### src/rtl/rail_dpd_pkg.sv
`timescale 1ns/1ps
package rail_dpd_pkg;

   // action codes placed in the top two bits of a request word
   typedef enum logic [1:0] {
      ACT_IDLE  = 2'b00,
      ACT_LEAVE = 2'b01,
      ACT_ENTER = 2'b10
   } dpd_act_e;

   typedef enum logic [2:0] {
      ST_IDLE,
      ST_ARM,
      ST_TIME,
      ST_REQ,
      ST_POLL
   } seq_st_e;

   // clock period rounded up to whole ns, never zero
   function automatic int unsigned period_ns(input int unsigned period_ps);
      int unsigned p;
      p = (period_ps + 999) / 1000;
      if (p == 0) p = 1;
      return p;
   endfunction

   // cycles needed to cover min_ns with a clock of period_ps
   function automatic int unsigned settle_cycles(input int unsigned period_ps,
                                                 input int unsigned min_ns);
      int unsigned p;
      p = period_ns(period_ps);
      return (min_ns + p - 1) / p;
   endfunction

endpackage

### src/rtl/rail_dpd_decode.sv
`timescale 1ns/1ps
module rail_dpd_decode #(
   parameter int NUM_BANKS = 2,
   parameter int BANK_W    = 32,
   parameter int ID_W      = 7,
   parameter int RSVD_BITS = 2,
   localparam int SEL_W    = (NUM_BANKS > 1) ? $clog2(NUM_BANKS) : 1,
   localparam int BIT_W    = $clog2(BANK_W)
) (
   input  logic [ID_W-1:0]  id,
   output logic [SEL_W-1:0] bank,
   output logic [BIT_W-1:0] bitpos,
   output logic             valid
);
   localparam int TOTAL     = NUM_BANKS * BANK_W;
   localparam int USABLE    = BANK_W - RSVD_BITS;

   logic in_range;
   logic usable_pos;

   assign bitpos     = id[BIT_W-1:0];
   assign in_range   = ({{(32-ID_W){1'b0}}, id} < 32'(TOTAL));
   assign usable_pos = ({{(32-BIT_W){1'b0}}, bitpos} < 32'(USABLE));
   assign valid      = in_range && usable_pos;

   // bank index sits right above the bit position
   generate
      if (NUM_BANKS > 1) begin : g_multi
         assign bank = id[BIT_W +: SEL_W];
      end else begin : g_single
         assign bank = '0;
      end
   endgenerate

endmodule

### src/rtl/rail_dpd_watch.sv
`timescale 1ns/1ps
module rail_dpd_watch #(
   parameter int NUM_BANKS      = 2,
   parameter int BANK_W         = 32,
   parameter int TIMEOUT_CYCLES = 50_000_000,
   localparam int SEL_W         = (NUM_BANKS > 1) ? $clog2(NUM_BANKS) : 1,
   localparam int BIT_W         = $clog2(BANK_W),
   localparam int CNT_W         = $clog2(TIMEOUT_CYCLES + 1)
) (
   input  logic                        clk,
   input  logic                        rst_n,
   input  logic [NUM_BANKS*BANK_W-1:0] rail_status,
   input  logic [SEL_W-1:0]            bank,
   input  logic [BIT_W-1:0]            bitpos,
   input  logic                        target,
   input  logic                        clr,
   input  logic                        run,
   output logic                        hit,
   output logic                        expired
);
   logic [BANK_W-1:0] slice [NUM_BANKS];
   logic              sel_bit;
   logic [CNT_W-1:0]  cnt;

   generate
      for (genvar b = 0; b < NUM_BANKS; b++) begin : g_bank
         assign slice[b] = rail_status[b*BANK_W +: BANK_W];
      end
   endgenerate

   // only the selected rail of the selected bank is looked at
   assign sel_bit = slice[bank][bitpos];
   assign hit     = run && (sel_bit == target);
   assign expired = run && !hit && (cnt == CNT_W'(TIMEOUT_CYCLES - 1));

   // count compare edges spent without a match
   always_ff @(posedge clk) begin
      if (!rst_n) begin
         cnt <= '0;
      end else if (clr) begin
         cnt <= '0;
      end else if (run && !hit && !expired) begin
         cnt <= cnt + 1'b1;
      end
   end

   a_r8_cnt_bound: assert property (@(posedge clk) disable iff (!rst_n)
      cnt <= CNT_W'(TIMEOUT_CYCLES - 1));

   a_r8_clear_at_req: assert property (@(posedge clk) disable iff (!rst_n)
      clr |=> (cnt == '0));

endmodule

### src/rtl/rail_dpd_seq.sv
`timescale 1ns/1ps
module rail_dpd_seq
   import rail_dpd_pkg::*;
#(
   parameter int NUM_BANKS     = 2,
   parameter int BANK_W        = 32,
   parameter int TIMER_W       = 16,
   parameter int CLK_PERIOD_PS = 5000,
   parameter int MIN_SETTLE_NS = 200,
   localparam int SEL_W        = (NUM_BANKS > 1) ? $clog2(NUM_BANKS) : 1,
   localparam int BIT_W        = $clog2(BANK_W)
) (
   input  logic               clk,
   input  logic               rst_n,
   input  logic               cmd_start,
   input  logic               cmd_off,
   input  logic               id_valid,
   input  logic [SEL_W-1:0]   id_bank,
   input  logic [BIT_W-1:0]   id_bit,
   input  logic               hit,
   input  logic               expired,
   output logic [SEL_W-1:0]   lat_bank,
   output logic [BIT_W-1:0]   lat_bit,
   output logic               lat_target,
   output logic               poll_clr,
   output logic               polling,
   output logic               busy,
   output logic               done,
   output logic               err,
   output logic               err_timeout,
   output logic               sample_en,
   output logic [TIMER_W-1:0] dpd_timer,
   output logic               req_wr,
   output logic [SEL_W-1:0]   req_bank,
   output logic [BANK_W-1:0]  req_word
);
   localparam int unsigned SETTLE = settle_cycles(CLK_PERIOD_PS, MIN_SETTLE_NS);
   localparam int unsigned P_NS   = period_ns(CLK_PERIOD_PS);

   seq_st_e           state;
   logic [BANK_W-1:0] word_n;

   assign busy     = (state != ST_IDLE);
   assign poll_clr = (state == ST_REQ);
   assign polling  = (state == ST_POLL);

   // action code on top, one-hot rail bit below
   always_comb begin
      word_n                 = '0;
      word_n[BANK_W-1 -: 2]  = lat_target ? ACT_ENTER : ACT_LEAVE;
      word_n[lat_bit]        = 1'b1;
   end

   always_ff @(posedge clk) begin
      if (!rst_n) begin
         state       <= ST_IDLE;
         lat_bank    <= '0;
         lat_bit     <= '0;
         lat_target  <= 1'b0;
         done        <= 1'b0;
         err         <= 1'b0;
         err_timeout <= 1'b0;
         sample_en   <= 1'b0;
         dpd_timer   <= '0;
         req_wr      <= 1'b0;
         req_bank    <= '0;
         req_word    <= '0;
      end else begin
         done   <= 1'b0;
         err    <= 1'b0;
         req_wr <= 1'b0;
         unique case (state)
            ST_IDLE: begin
               if (cmd_start) begin
                  if (id_valid) begin
                     lat_bank   <= id_bank;
                     lat_bit    <= id_bit;
                     lat_target <= cmd_off;
                     sample_en  <= 1'b1;      // step 1
                     state      <= ST_ARM;
                  end else begin
                     err         <= 1'b1;
                     err_timeout <= 1'b0;
                  end
               end
            end
            ST_ARM: begin
               dpd_timer <= TIMER_W'(SETTLE);
               state     <= ST_TIME;
            end
            ST_TIME: begin
               req_wr   <= 1'b1;               // step 3
               req_bank <= lat_bank;
               req_word <= word_n;
               state    <= ST_REQ;
            end
            ST_REQ: begin
               state <= ST_POLL;
            end
            ST_POLL: begin
               if (hit) begin
                  done      <= 1'b1;
                  sample_en <= 1'b0;
                  state     <= ST_IDLE;
               end else if (expired) begin
                  err         <= 1'b1;
                  err_timeout <= 1'b1;
                  sample_en   <= 1'b0;
                  state       <= ST_IDLE;
               end
            end
            default: state <= ST_IDLE;
         endcase
      end
   end

   a_r5_req_under_sample: assert property (@(posedge clk) disable iff (!rst_n)
      req_wr |-> sample_en);

   a_r5_req_single: assert property (@(posedge clk) disable iff (!rst_n)
      req_wr |=> !req_wr);

   a_r6_end_drops_sample: assert property (@(posedge clk) disable iff (!rst_n)
      (done || err) |-> !sample_en);

   a_r10_done_pulse: assert property (@(posedge clk) disable iff (!rst_n)
      done |=> !done);

   a_r10_exclusive: assert property (@(posedge clk) disable iff (!rst_n)
      !(done && err));

   a_r2_reject_quiet: assert property (@(posedge clk) disable iff (!rst_n)
      (err && !err_timeout) |-> (!busy && !sample_en && !req_wr));

   a_r9_hold_command: assert property (@(posedge clk) disable iff (!rst_n)
      (busy && $past(busy)) |-> $stable({lat_bank, lat_bit, lat_target}));

   a_r7_timer_min: assert property (@(posedge clk) disable iff (!rst_n)
      req_wr |-> (32'(dpd_timer) * P_NS >= 32'(MIN_SETTLE_NS)));

endmodule

### src/rtl/rail_dpd_ctrl.sv
`timescale 1ns/1ps
module rail_dpd_ctrl #(
   parameter int NUM_BANKS      = 2,
   parameter int BANK_W         = 32,
   parameter int ID_W           = 7,
   parameter int TIMER_W        = 16,
   parameter int CLK_PERIOD_PS  = 5000,
   parameter int MIN_SETTLE_NS  = 200,
   parameter int TIMEOUT_CYCLES = 50_000_000,
   localparam int SEL_W         = (NUM_BANKS > 1) ? $clog2(NUM_BANKS) : 1,
   localparam int BIT_W         = $clog2(BANK_W)
) (
   input  logic                        clk,
   input  logic                        rst_n,
   input  logic                        cmd_start,
   input  logic [ID_W-1:0]             cmd_rail,
   input  logic                        cmd_off,
   output logic                        busy,
   output logic                        done,
   output logic                        err,
   output logic                        err_timeout,
   output logic                        sample_en,
   output logic [TIMER_W-1:0]          dpd_timer,
   output logic                        req_wr,
   output logic [SEL_W-1:0]            req_bank,
   output logic [BANK_W-1:0]           req_word,
   input  logic [NUM_BANKS*BANK_W-1:0] rail_status
);
   localparam int RSVD_BITS = 2;

   initial begin
      assert (BANK_W >= 4 && (BANK_W & (BANK_W - 1)) == 0)
         else $error("BANK_W must be a power of two of at least 4");
      assert (ID_W >= BIT_W + SEL_W && ID_W < 32)
         else $error("ID_W too narrow for the rail space");
      assert (TIMEOUT_CYCLES >= 1)
         else $error("TIMEOUT_CYCLES must be positive");
      assert (rail_dpd_pkg::settle_cycles(CLK_PERIOD_PS, MIN_SETTLE_NS) < (1 << TIMER_W))
         else $error("TIMER_W cannot hold the settle count");
   end

   logic [SEL_W-1:0] id_bank, lat_bank;
   logic [BIT_W-1:0] id_bit, lat_bit;
   logic             id_valid, lat_target;
   logic             poll_clr, polling, hit, expired;

   rail_dpd_decode #(
      .NUM_BANKS (NUM_BANKS),
      .BANK_W    (BANK_W),
      .ID_W      (ID_W),
      .RSVD_BITS (RSVD_BITS)
   ) u_decode (
      .id     (cmd_rail),
      .bank   (id_bank),
      .bitpos (id_bit),
      .valid  (id_valid)
   );

   rail_dpd_seq #(
      .NUM_BANKS     (NUM_BANKS),
      .BANK_W        (BANK_W),
      .TIMER_W       (TIMER_W),
      .CLK_PERIOD_PS (CLK_PERIOD_PS),
      .MIN_SETTLE_NS (MIN_SETTLE_NS)
   ) u_seq (
      .clk         (clk),
      .rst_n       (rst_n),
      .cmd_start   (cmd_start),
      .cmd_off     (cmd_off),
      .id_valid    (id_valid),
      .id_bank     (id_bank),
      .id_bit      (id_bit),
      .hit         (hit),
      .expired     (expired),
      .lat_bank    (lat_bank),
      .lat_bit     (lat_bit),
      .lat_target  (lat_target),
      .poll_clr    (poll_clr),
      .polling     (polling),
      .busy        (busy),
      .done        (done),
      .err         (err),
      .err_timeout (err_timeout),
      .sample_en   (sample_en),
      .dpd_timer   (dpd_timer),
      .req_wr      (req_wr),
      .req_bank    (req_bank),
      .req_word    (req_word)
   );

   rail_dpd_watch #(
      .NUM_BANKS      (NUM_BANKS),
      .BANK_W         (BANK_W),
      .TIMEOUT_CYCLES (TIMEOUT_CYCLES)
   ) u_watch (
      .clk         (clk),
      .rst_n       (rst_n),
      .rail_status (rail_status),
      .bank        (lat_bank),
      .bitpos      (lat_bit),
      .target      (lat_target),
      .clr         (poll_clr),
      .run         (polling),
      .hit         (hit),
      .expired     (expired)
   );

   a_r3_code_legal: assert property (@(posedge clk) disable iff (!rst_n)
      req_wr |-> (req_word[BANK_W-1 -: 2] inside {2'b01, 2'b10}));

   a_r3_one_rail: assert property (@(posedge clk) disable iff (!rst_n)
      req_wr |-> ($countones(req_word[BANK_W-RSVD_BITS-1:0]) == 1));

   a_r1_bank_range: assert property (@(posedge clk) disable iff (!rst_n)
      req_wr |-> (32'(req_bank) < 32'(NUM_BANKS)));

   a_r6_busy_sample: assert property (@(posedge clk) disable iff (!rst_n)
      sample_en |-> busy);

endmodule

### config.mk
export PLATFORM = sky130hd
export DESIGN_NAME = rail_dpd_ctrl
export DESIGN_NICKNAME = d
export VERILOG_FILES = /design/src/rtl/rail_dpd_pkg.sv /design/src/rtl/rail_dpd_decode.sv /design/src/rtl/rail_dpd_watch.sv /design/src/rtl/rail_dpd_seq.sv /design/src/rtl/rail_dpd_ctrl.sv
export SDC_FILE = /design/constraint.sdc
export NUM_CORES = 1
export LEC_CHECK = 0
export BUFFER_PORTS_ARGS = -buffer_cell sky130_fd_sc_hd__buf_4
export CAP_MARGIN = 20
export CORE_MARGIN = 2
export CORE_UTILIZATION = 53
export DETAILED_ROUTE_END_ITERATION = 10
export GPL_TIMING_DRIVEN = 0
export PLACE_DENSITY = 0.82
export SLEW_MARGIN = 15
export SYNTH_ARGS = -nofsm -noshare
export SYNTH_HDL_FRONTEND = slang
export SYNTH_HIERARCHICAL = 1
export SYNTH_SLANG_ARGS = --single-unit
export TNS_END_PERCENT = 20
### constraint.sdc
create_clock -name clk -period 4.7 [get_ports clk]
set_input_delay 0.47 -clock clk [delete_from_list [all_inputs] [get_ports clk]]
set_output_delay 0.47 -clock clk [all_outputs]
set_load 0.03 [all_outputs]
Word level (Yosys, flattened, before mapping)
Cells that the tools add are included.

Input bits: 75. Output and inout bits: 55. Logic and storage cells: 81. Register bits after elaboration: 75.

Add/subtract/negate cells: 1. Reduce and logical (&&, ||, !) cells: 17. $lt $le $gt $ge: 5. Mux-type cells: 30. Bitwise gates (word level): 3. Equality and inequality tests: 12.

Operators by type and width (count): $mux W32 (3); $or A32 B32 Y32 (1); $add A26 B1 Y26 const B (1); $eq A26 B26 Y1 const B (1); $mux W1 (16); $pmux W3 S5 (1); $mux W3 (4); $ne A2 B2 Y1 const B (5); $lt A7 B7 Y1 const B (1); $eq A3 B2 Y1 const B (2); $logic_and A1 B1 Y1 (6); $lt A5 B6 Y1 const B (1); $pmux W1 S2 (3); $reduce_and A3 Y1 (2); $bmux W1 S5 (1); $demux W1 S5 (1); $ge A5 B1 Y1 const B (1); $lt A5 B5 Y1 const B (1); $reduce_and A5 Y1 (1); $reduce_and A4 Y1 (1); $eq A3 B1 Y1 const B (1); $eq A3 B3 Y1 const B (1); $logic_not A3 Y1 (1); $ne A3 B3 Y1 const B (1); 10 further kinds (11).

Logic depth before layout (Yosys ltp)
Depth after elaboration: 14. Mapped depth: 14. Mapped depth without buffers: 11.

Hierarchy
Netlist, hierarchy kept.

Modules (own cells, without submodules): rail_dpd_watch (cells an instance 282, sequential area each 520.5 µm², instances 1, area each 2486.1 µm²); rail_dpd_seq (cells an instance 211, sequential area each 980.9 µm², instances 1, area each 2107.0 µm²); rail_dpd_decode (cells an instance 7, sequential area each 0.0 µm², instances 1, area each 61.3 µm²).

Worst setup path after synthesis
OpenSTA, ideal clock, no wires.

Kind: reg-to-reg. Start point: register u_seq.lat_bit[1]. End point: register u_seq.err_timeout. Setup slack: 1301 ps. Buffers on the path: 3. Setup time: 127 ps. Arrival: 3272 ps. Data required time: 4573 ps. Stages on the path, launching flop included: 15. Clock period less this slack: 3399 ps. Path through: dfxtp_1 > clkbuf_1 > buf_2 > mux4_2 > mux2_2 > a221o_2 > o22a_1 > buf_2 > a21oi_1 > nor2_1 > and4b_1 > and3b_1 > o21ai_0 > o211ai_1 > o31ai_1.

Cells in the longest elaborated chain, start to end: 9. Elaborated cells between the ends (all ways): 10. Those cells by class: eq/ne (3); mux (2); reduce/logical (5).

Ends and longest elaborated chain: start: declaration (line rail_dpd_seq.sv:23) `output logic [BIT_W-1:0] lat_bit,`; start signal: assignment (line rail_dpd_seq.sv:77) `lat_bit <= id_bit;`; $bmux W1 S5 (line rail_dpd_watch.sv:32) `assign sel_bit = slice[bank][bitpos];`; $mux W1 (not written as such) (line rail_dpd_watch.sv:32); $eq A1 B1 Y1 (line rail_dpd_watch.sv:33) `assign hit = run && (sel_bit == target);`; $logic_and A1 B1 Y1 (line rail_dpd_watch.sv:33); $logic_not A1 Y1 (line rail_dpd_watch.sv:34) `assign expired = run && !hit && (cnt == CNT_W'(TIMEOUT_CYCLES - 1));`; $logic_and A1 B1 Y1 (2 in a row) (line rail_dpd_watch.sv:34); net expired (line rail_dpd_ctrl.sv:45) `logic poll_clr, polling, hit, expired;`; $ne A2 B2 Y1 (no line); $reduce_and A5 Y1 (no line); end signal: assignment (line rail_dpd_seq.sv:62) `err_timeout <= 1'b0;`; end signal: assignment (line rail_dpd_seq.sv:83) `err_timeout <= 1'b0;`; end signal: assignment (line rail_dpd_seq.sv:107) `err_timeout <= 1'b1;`; end: declaration (line rail_dpd_seq.sv:30) `output logic err_timeout,`.

The timed path passes the listed nets, and every way through them passes these cells. The select of a mux whose other input is x is not followed. A chain may end at the register's enable or synchronous reset.

Final worst setup path
Same ends and word-level chain as after synthesis.

==> results.md <==
* CTS buffer count at 9
* Hold crit path type: in2reg
* Main synth FF type: dfxtp_1
* Synth top area share at 32.3%
* DRT antenna net count at 0
* Switching Share at 34.0%
* Largest net degree at the start of global routing at 17
* Achievable frequency at 251 MHz
* Logic gate share of total power at 27.9%
* Setup WS pre-CTS at 0.783 ns
* Hold path startpoint: cmd_rail[0]
* Sequential area share after synthesis at 32.3%
* Setup Buffers After CTS at 0
* RSZ-0062 raised after global routing: false
* DRT Wirelength at 12800 um
* DRT iter0 DRCs at 212
* Synthesis warning total at 6
* Synth Instances at 500
* Die X at 97.7 um
* Global placement routability congestion at 0.999
* Ys async rst share at 0%
* Overall Global Routing Usage at 26.8%
* Initial antenna violation count at 0
* Post-synth EDFFs at 0
* CP cell instances: clkbuf_1 -> buf_2 -> mux4_2 -> mux2_2 -> a221o_2 -> o22a_1 -> buf_2 -> a21oi_1 -> nor2_1 -> and4b_1 -> and3b_1 -> o21ai_0 -> o211ai_1 -> o31ai_1
* Synth Register Bits at 75
* Worst path arrival time at 4.23 ns
* Finish-stage setup viols at 0
* Die Ht at 97.7 um
* Cell variety after synth at 69
* Final net count at 713
* Worst-path fanout max at 10
* P per Cell Area at 275 mW/mm2
* Setup TNS at 0 ns
* Tmin final at 3.98 ns
* Max Cap Violations at 0
* Layout cells sized above 1 at 31.0%
* Synth-to-Final Area Change at 26.2%
* Post-synth top cells: 75 x dfxtp_1, 48 x nand2_1, 42 x nor2b_1
* CP most frequent cell: buf_2
* Worst path bufs/invs at 3
* Post-DR wirelength/cell at 17.1 um
* Vias in the first global route at 4260
* Clock skew at 0.00820 ns
* Setup CP Type: reg2reg
* Initial Utilization at 53.9%
* Crit path required time at 4.96 ns
* Largest cells by area after synthesis: dfxtp_1 32%, mux2i_1 6.7%, mux4_2 5.8%
* Clock root buffer: clkbuf_8
* Lkg Pwr at 2.31 nW
* H-Tree Depth at 3
* FF-to-FF setup slack at 0.72 ns
* Synth area leader: dfxtp_1
* Skew-Pair Late Insertion Delay at 0.37 ns
* WHS Endpoint: u_seq/lat_bit[0]$_SDFFE_PN0P_
* CP max-delay cell: dfxtp_1
* # port buffers at 113
* Hold Path Depth at 3
* Vias at 4365
* Slew @ Worst Pin at 0.745 ns
* R2R depth at 14
* Psw at 549 uW
* Crit. End Element: register
* Status: finished clean
* # rows at 34
* DRC at 0
* Worst r2r src: u_seq/lat_bit[1]$_SDFFE_PN0P_
* Count leader, synth: dfxtp_1
* Final hold vios at 0
* Number of diodes at 0
* Crit path launch type: register
* Die Area at 0.00955 mm2
* Clock Power Share at 30.6%
* Core Footprint at 0.00864 mm2
* GRT overflow at 0
* I/O pin count at 130
* First-pass GRT wire length at 20900 um
* Headroom to the max-slew limit at 50.0%
* Worst R2R End: u_seq/err_timeout$_SDFFE_PN0P_
* Clock Tree Buf Depth at 2
* PnR worst setup slack at 0.722 ns
* Avg Cell Area, Syn at 9.31 um2
* VDD IR max at 197 uV
* Cell Area, Synth at 0.00465 mm2
* Crit-path max cell delay at 0.51 ns
* Internal power at 1.07 mW
* Placed wire-length estimate at 9880 um
* Period utilization at 84.6%
* Routed vias/inst at 5.82
* Drt pass-1 iters at 7
* CP delay by family, top: compound AO/OA/AOI/OAI gates
* Hold-fix buffers, CTS at 0
* Pins Over Slew Limit at 0
* Flop pwr share at 41.4%
* CTS resizes at 0
* Clock transition at path regs at 0.09 ns
* Sink Count at 75
* CTS tree: yes
sequential cells by signal, indices dropped and copies added, names as in the netlist, 3 cells and up:
signal and cells:
u_watch/cnt 26, u_seq/req_word 32, u_seq/state 3, u_seq/lat_bit 5
per-layer routing:
metal / part of all wire (%) / track usage [%] / vias to the layer above
met3: 6.1 / 5.90 / 22
met5: 0 / 0 / -
met2: 51 / 46.5 / 150
met4: 1.5 / 8.97 / 0
met1: 41 / 33.0 / 2113
li1: - / - / 2080
power groups by stage:
stage / Sequential, mW / Clock (mW) / Combinational [mW]
after floorplan: 0.701 / 0 / 0.299
after global placement: 0.683 / 0 / 0.442
after detailed placement: 0.684 / 0 / 0.448
after CTS: 0.669 / 0.499 / 0.450
after global routing: 0.672 / 0.521 / 0.480
final: 0.669 / 0.494 / 0.451
layout by cell type, fill, tap and decap left out, drive strengths merged, types with 16 or more instances in the layout:
master,Yosys,routed
nor2,23,23
buf,35,148
mux4,18,18
clkbuf,20,29
nand2b,20,20
a22oi,30,30
nand2,48,48
mux2i,31,31
dfxtp,75,75
nor3,16,16
nor2b,43,43
kinds of logic after synthesis:
logic type	synth area share, %
multiplexers	17.6
other	0.0806
XOR/XNOR	0.188
AND/OR/NAND/NOR	27.4
AO/OA/AOI/OAI	13.7
flip-flops	32.3
adder cells (fa/ha/maj)	0.269
buffers and inverters	8.44
worst register-to-register path, stage by stage, from the launching register on:
cell and delay (ns):
dfxtp_1 0.51, clkbuf_1 0.36, buf_2 0.33, mux4_2 0.35, mux2_2 0.28, a221o_2 0.41, o22a_1 0.22, buf_2 0.21
a21oi_1 0.20, nor2_1 0.08, and4b_1 0.31, and3b_1 0.19, o21ai_0 0.13, o211ai_1 0.19, o31ai_1 0.09
stage by stage:
step | cell area, um2 | utilization, % | hold slack (ns) | std cells | power (mW)
after floorplan | 4700 | - | 0.438 | 513 | 0.999
after global routing | 5870 | 68.0 | 0.364 | 750 | 1.67
after global placement | 5690 | 65.9 | 0.455 | 734 | 1.12
after detailed placement | 5690 | 65.9 | 0.465 | 734 | 1.13
after CTS | 5870 | 68.0 | 0.356 | 750 | 1.62
final | 5870 | 68.0 | 0.357 | 750 | 1.61
worst max path at each step:
stage / start / end / slack (ns) / cells past startpoint
4_1_cts: u_seq/lat_bit[1]$_SDFFE_PN0P_ / u_seq/err_timeout$_SDFFE_PN0P_ / 0.74 / 14
3_5_place_dp: u_seq/lat_bit[1]$_SDFFE_PN0P_ / u_seq/err_timeout$_SDFFE_PN0P_ / 0.78 / 14
5_1_grt: u_seq/lat_bit[1]$_SDFFE_PN0P_ / u_seq/err_timeout$_SDFFE_PN0P_ / 0.47 / 14
2_1_floorplan: u_seq/lat_bit[1]$_SDFFE_PN0P_ / u_seq/err_timeout$_SDFFE_PN0P_ / 1.30 / 14
3_3_place_gp: u_seq/lat_bit[1]$_SDFFE_PN0P_ / u_seq/err_timeout$_SDFFE_PN0P_ / 0.86 / 14
6_report: u_seq/lat_bit[1]$_SDFFE_PN0P_ / u_seq/err_timeout$_SDFFE_PN0P_ / 0.72 / 14
layout make-up:
class                   instances  area [um2]
clock buffers                   9         124
inverters                       5        18.8
plain buffers                  55         374
multi-input cells             378        2810
repair buffers                113         848
clock inverters                 7        62.6
flip-flops and latches         75        1500
fillers                       709        2760
well taps                     108         135
Power figures use the tool's default switching activity.
